`src/rtl/ex_hold_pkg.sv`:
```
package ex_hold_pkg;

    localparam int CLS_W   = 3;
    localparam int MAX_OCC = 4;
    localparam int REM_W   = $clog2(MAX_OCC);

    typedef enum logic [CLS_W-1:0] {
        CLS_OTHER = 3'd0,
        CLS_LOAD  = 3'd1,
        CLS_IMUL  = 3'd2,
        CLS_IDIV  = 3'd3,
        CLS_FADD  = 3'd4,
        CLS_FSUB  = 3'd5,
        CLS_FMUL  = 3'd6,
        CLS_FDIV  = 3'd7
    } ex_cls_e;

    typedef struct packed {
        logic             busy;
        logic [REM_W-1:0] rem;
        ex_cls_e          cls;
    } ex_slot_t;

    // Cycles left after the entry cycle: ceil(execution time) - 1.
    function automatic logic [REM_W-1:0] extra_cycles(ex_cls_e c);
        logic [REM_W-1:0] r;
        case (c)
            CLS_LOAD, CLS_IMUL, CLS_FADD, CLS_FSUB: r = 2'd1;
            CLS_IDIV, CLS_FMUL:                     r = 2'd2;
            CLS_FDIV:                               r = 2'd3;
            default:                                r = 2'd0;
        endcase
        return r;
    endfunction

endpackage

```
`src/rtl/ex_occ_decode.sv`:
```
module ex_occ_decode
    import ex_hold_pkg::*;
(
    input  ex_cls_e          cls,
    output logic [REM_W-1:0] hold_m1
);
    always_comb hold_m1 = extra_cycles(cls);
endmodule

```
`src/rtl/ex_occ_timer.sv`:
```
module ex_occ_timer
    import ex_hold_pkg::*;
(
    input  logic             clk,
    input  logic             rst,
    input  logic             take,
    input  logic [REM_W-1:0] take_rem,
    input  ex_cls_e          take_cls,
    output logic             busy_hold,
    output logic             last_cycle,
    output ex_cls_e          cur_cls
);
    ex_slot_t slot_q;

    always_ff @(posedge clk) begin
        if (rst) begin
            slot_q.busy <= 1'b0;
            slot_q.rem  <= '0;
            slot_q.cls  <= CLS_OTHER;
        end else if (take) begin
            slot_q.busy <= 1'b1;
            slot_q.rem  <= take_rem;
            slot_q.cls  <= take_cls;
        end else if (slot_q.rem != '0) begin
            slot_q.rem  <= slot_q.rem - 1'b1;
        end else begin
            slot_q.busy <= 1'b0;
        end
    end

    always_comb begin
        busy_hold  = (slot_q.rem != '0);
        last_cycle = slot_q.busy && (slot_q.rem == '0);
        cur_cls    = slot_q.cls;
    end
endmodule

```
`src/rtl/ex_stall_tally.sv`:
```
module ex_stall_tally #(
    parameter int CNT_W = 16
) (
    input  logic             clk,
    input  logic             rst,
    input  logic             bump,
    output logic [CNT_W-1:0] total
);
    localparam logic [CNT_W-1:0] CNT_TOP = '1;
    localparam logic [CNT_W-1:0] CNT_ONE = CNT_W'(1);

    always_ff @(posedge clk) begin
        if (rst)
            total <= '0;
        else if (bump && total != CNT_TOP)
            total <= total + CNT_ONE;
    end
endmodule

```
`src/rtl/ex_hold_ctrl.sv`:
```
module ex_hold_ctrl
    import ex_hold_pkg::*;
#(
    parameter int CNT_W = 16
) (
    input  logic             clk,
    input  logic             rst,
    input  logic             in_valid,
    input  logic [2:0]       in_class,
    output logic             stall_up,
    output logic             out_valid,
    output logic [2:0]       out_class,
    output logic [CNT_W-1:0] stall_count
);
    ex_cls_e          cls_in;
    ex_cls_e          cls_cur;
    logic [REM_W-1:0] rem_load;
    logic             take;

    assign cls_in = ex_cls_e'(in_class);
    assign take   = in_valid && !stall_up;

    ex_occ_decode u_dec (
        .cls     (cls_in),
        .hold_m1 (rem_load)
    );

    ex_occ_timer u_tmr (
        .clk        (clk),
        .rst        (rst),
        .take       (take),
        .take_rem   (rem_load),
        .take_cls   (cls_in),
        .busy_hold  (stall_up),
        .last_cycle (out_valid),
        .cur_cls    (cls_cur)
    );

    assign out_class = cls_cur;

    ex_stall_tally #(.CNT_W(CNT_W)) u_cnt (
        .clk   (clk),
        .rst   (rst),
        .bump  (stall_up),
        .total (stall_count)
    );
endmodule

```
`config.mk`:
```
export PLATFORM = sky130hd
export DESIGN_NAME = ex_hold_ctrl
export DESIGN_NICKNAME = d
export VERILOG_FILES = /design/src/rtl/ex_hold_pkg.sv /design/src/rtl/ex_occ_decode.sv /design/src/rtl/ex_occ_timer.sv /design/src/rtl/ex_stall_tally.sv /design/src/rtl/ex_hold_ctrl.sv
export SDC_FILE = /design/constraint.sdc
export NUM_CORES = 1
export LEC_CHECK = 0
export ABC_AREA = 1
export ABC_CLOCK_PERIOD_IN_PS = 1500
export BUFFER_PORTS_ARGS = -buffer_cell sky130_fd_sc_hd__buf_4
export CORE_MARGIN = 2
export CORE_UTILIZATION = 48
export CTS_CLUSTER_SIZE = 8
export DETAILED_ROUTE_END_ITERATION = 8
export GPL_ROUTABILITY_DRIVEN = 0
export GPL_TIMING_DRIVEN = 0
export PLACE_DENSITY = 0.75
export SLEW_MARGIN = 20
export SYNTH_ARGS = -nofsm -noshare
export SYNTH_HDL_FRONTEND = slang
export SYNTH_SLANG_ARGS = --single-unit
```
`constraint.sdc`:
```
create_clock -name clk -period 1.5 [get_ports clk]
set_input_delay 0.225 -clock clk [delete_from_list [all_inputs] [get_ports clk]]
set_output_delay 0.225 -clock clk [all_outputs]
set_load 0.01 [all_outputs]
```
==> impl_metrics.json <==
{
  "track_usage": 0.217,
  "cts_sinks": 22,
  "yosysWarnings": 0,
  "drtPass1Iterations": 4,
  "clkPwrFrac": 0.143,
  "crit_required_ns": 1.74,
  "slew_viol_final": 0,
  "setup_viol": 0,
  "worst_pin_slew_ns": 0.614,
  "layout_commonest_cell": "nand2_1",
  "netSwitchingFraction": 0.375,
  "outcome": "finished, final reports clean",
  "ys_seq_elements": 22,
  "final_core_util": 0.667,
  "synth-simple-area-share": 0.357,
  "peakVddDrop_v": 0.00110,
  "fmax_mhz": 697,
  "skew_ns": 0.00456,
  "synthToLayoutAreaGrowth_pct": 32.7,
  "grt_pass1_vias": 1127,
  "hold_end": "u_cnt.total[3]",
  "die_area_um2": 3020,
  "drc": 0,
  "clk_pin_slew_ns": 0.12,
  "synth-adder-area-share": 0.0302,
  "p_comb_frac": 0.518,
  "drt_wl_total_um": 2970,
  "grt_max_degree": 13,
  "fin_setup_tns_ns": 0,
  "drt_iter0_drc": 31,
  "drive_gt1_frac": 0.345,
  "row_count": 18,
  "io_buffer_count": 26,
  "postSynthCellCount": 187,
  "timing.final.crit_share": 0.957,
  "synth_area_per_cell_um2": 6.66,
  "start_util": 0.503,
  "vias": 1309,
  "intPower_mw": 1.44,
  "worstSetupPathType": "reg2reg",
  "worstRegToRegCells": 9,
  "cts_buffer_depth": 2,
  "clkLatencyLatePin_ns": 0.31,
  "routedWlPerCell_um": 11.7,
  "powerDensity_nw_per_um2": 1400,
  "synth_top_family_by_area": "simple AND/OR/NAND/NOR gates",
  "cp-start-kind": "flip-flop",
  "synth-compound-area-share": 0.126,
  "synthMuxAreaShare": 0,
  "core_um2": 2480,
  "crit_arrival_ns": 1.68,
  "rr_startpoint": "u_cnt.total[1]",
  "hold-worst-slack_ns": 0.0798,
  "cts_root_buf": "clkbuf_4",
  "finalCriticalPeriod_ns": 1.44,
  "dpl.hpwl_um": 2190,
  "hold_viol_final": 0,
  "synth-xor-area-share": 0.0422,
  "min-delay-start": "rst",
  "die_w_um": 54.9,
  "yosysSeqAreaShare": 0.354,
  "num_io_pins": 27,
  "cts_tree": "yes",
  "critPathCaptureType": "flip-flop",
  "final_cells": 253,
  "nets": 233,
  "max-slew-margin-rel": 0.591,
  "syn-cell-area_um2": 1240,
  "mostFrequentLayoutCells": "nand2_1, buf_4, nor2_1, inv_1, dfxtp_2",
  "htreeDepth": 1,
  "grt_pass1_wl_um": 4790,
  "rrSetupSlack_ns": 0.06,
  "min_path_cells": 2,
  "r2r-end": "u_cnt.total[14]",
  "synth_cell_type_count": 26,
  "max_cap_violations": 0,
  "avgViaCountPerCell": 5.17,
  "n_antenna_cell": 0,
  "seqPwrFrac": 0.339,
  "leakage_nw": 0.686,
  "die_h_um": 54.9,
  "hp-class": "in2reg",
  "numCtsBuffers": 3,
  "dpl.cell_count": 243,
  "finalPower_mw": 2.31,
  "ant_nets": 0,
  "fill_cells": 237,
  "antenna_found_initial": 0,
  "overflow": 0,
  "p_switching_uw": 866,
  "cp_max_fo": 6,
  "syn_nets": 196
}
[sequential cells by signal, indices dropped and copies added (netlist names)]
name           count
u_tmr.slot_q       3
u_cnt.total       16
u_tmr.cur_cls      3
[cell usage after synthesis]
master / n / area, um2
nand4_1: 5 / 31.3
dfxtp_1: 22 / 440
nor2_2: 3 / 18.8
nor3_1: 1 / 5.00
o21ai_2: 1 / 8.76
nand2_2: 1 / 6.26
buf_4: 3 / 22.5
a31oi_1: 1 / 6.26
xor2_1: 3 / 26.3
inv_2: 1 / 3.75
or2_2: 2 / 12.5
a21oi_2: 2 / 17.5
o22ai_1: 1 / 6.26
ha_1: 3 / 37.5
xnor2_1: 3 / 26.3
clkbuf_1: 1 / 3.75
nand3_1: 11 / 55.1
a21oi_1: 14 / 70.1
nor2_1: 26 / 97.6
nor2_4: 1 / 11.3
nand2_1: 55 / 206
o21ai_0: 8 / 40.0
inv_1: 15 / 56.3
o211ai_1: 1 / 7.51
buf_2: 1 / 5.00
buf_6: 2 / 22.5
[through the flow]
| step | setup slack, ns | instance area, um2 |
|---|---|---|
| 5_1_grt | -0.0134 | 1650 |
| 3_3_place_gp | -0.0312 | 1480 |
| 4_1_cts | 0.0155 | 1530 |
| 6_report | 0.0645 | 1650 |
| 2_1_floorplan | 0.0323 | 1250 |
| 3_5_place_dp | -0.0589 | 1480 |
[power groups by stage]
stage	Combinational [mW]	Sequential, mW	Clock (mW)
finish	1.20	0.783	0.330
global route	1.32	0.797	0.366
CTS	0.932	0.783	0.337
detailed placement	0.916	0.772	0
global placement	0.890	0.767	0
floorplan	0.623	0.772	0
[worst max-delay path by stage]
stage / start / end / slack (ns) / cells past startpoint
after floorplan: u_cnt.total[1] / u_cnt.total[6] / 0.03 / 9
after global placement: u_cnt.total[1] / u_cnt.total[14] / -0.03 / 9
after detailed placement: u_cnt.total[1] / u_cnt.total[14] / -0.06 / 9
after CTS: u_tmr.slot_q[3] / out_valid / 0.02 / 5
after global routing: u_cnt.total[1] / u_cnt.total[14] / -0.01 / 9
final: u_cnt.total[1] / u_cnt.total[14] / 0.06 / 9
[what timing repair did]
item / CTS / global route
hold buffers: 0 / 0
pin swaps: 0 / 7
gates resized for setup: 5 / 24
gates cloned: 0 / 1
endpoints found under the hold margin: 0 / 0
setup endpoints to repair: 14 / 17
setup buffers: 0 / 6
[worst max-delay path, cell delays in order, from the launching register on]
cell	delay, ns
dfxtp_4	0.39
ha_4	0.18
inv_2	0.05
nor2_2	0.03
nand2_2	0.11
nor2_4	0.05
nor2_4	0.21
buf_6	0.16
nand2_1	0.06
a21oi_1	0.14
[kinds of logic (layout without fill, tap and decap cells)]
group	count (synthesis)	in the layout
compound gates	28	28
buf+inv	23	59
fa+ha+maj	3	3
xor+xnor	6	6
flops	22	22
simple gates	105	105
[layer usage]
layer	wire length [um]	up-vias	global-route usage
li1	-	672	-
met1	1270	599	0.262
met2	1520	32	0.403
met3	126	6	0.0242
met4	56	0	0.0610
met5	0	-	0
[cell type report]
type	count	area (um2)	share of cell area
buffer	6	48.8	0.0295
clock buffer	4	36.3	0.0220
inverter	16	60.1	0.0364
multi-input combinational	142	744	0.451
sequential	22	464	0.281
tap	30	37.5	0.0227
timing repair buffer	33	260	0.158
(Power assumes the default switching activity.)
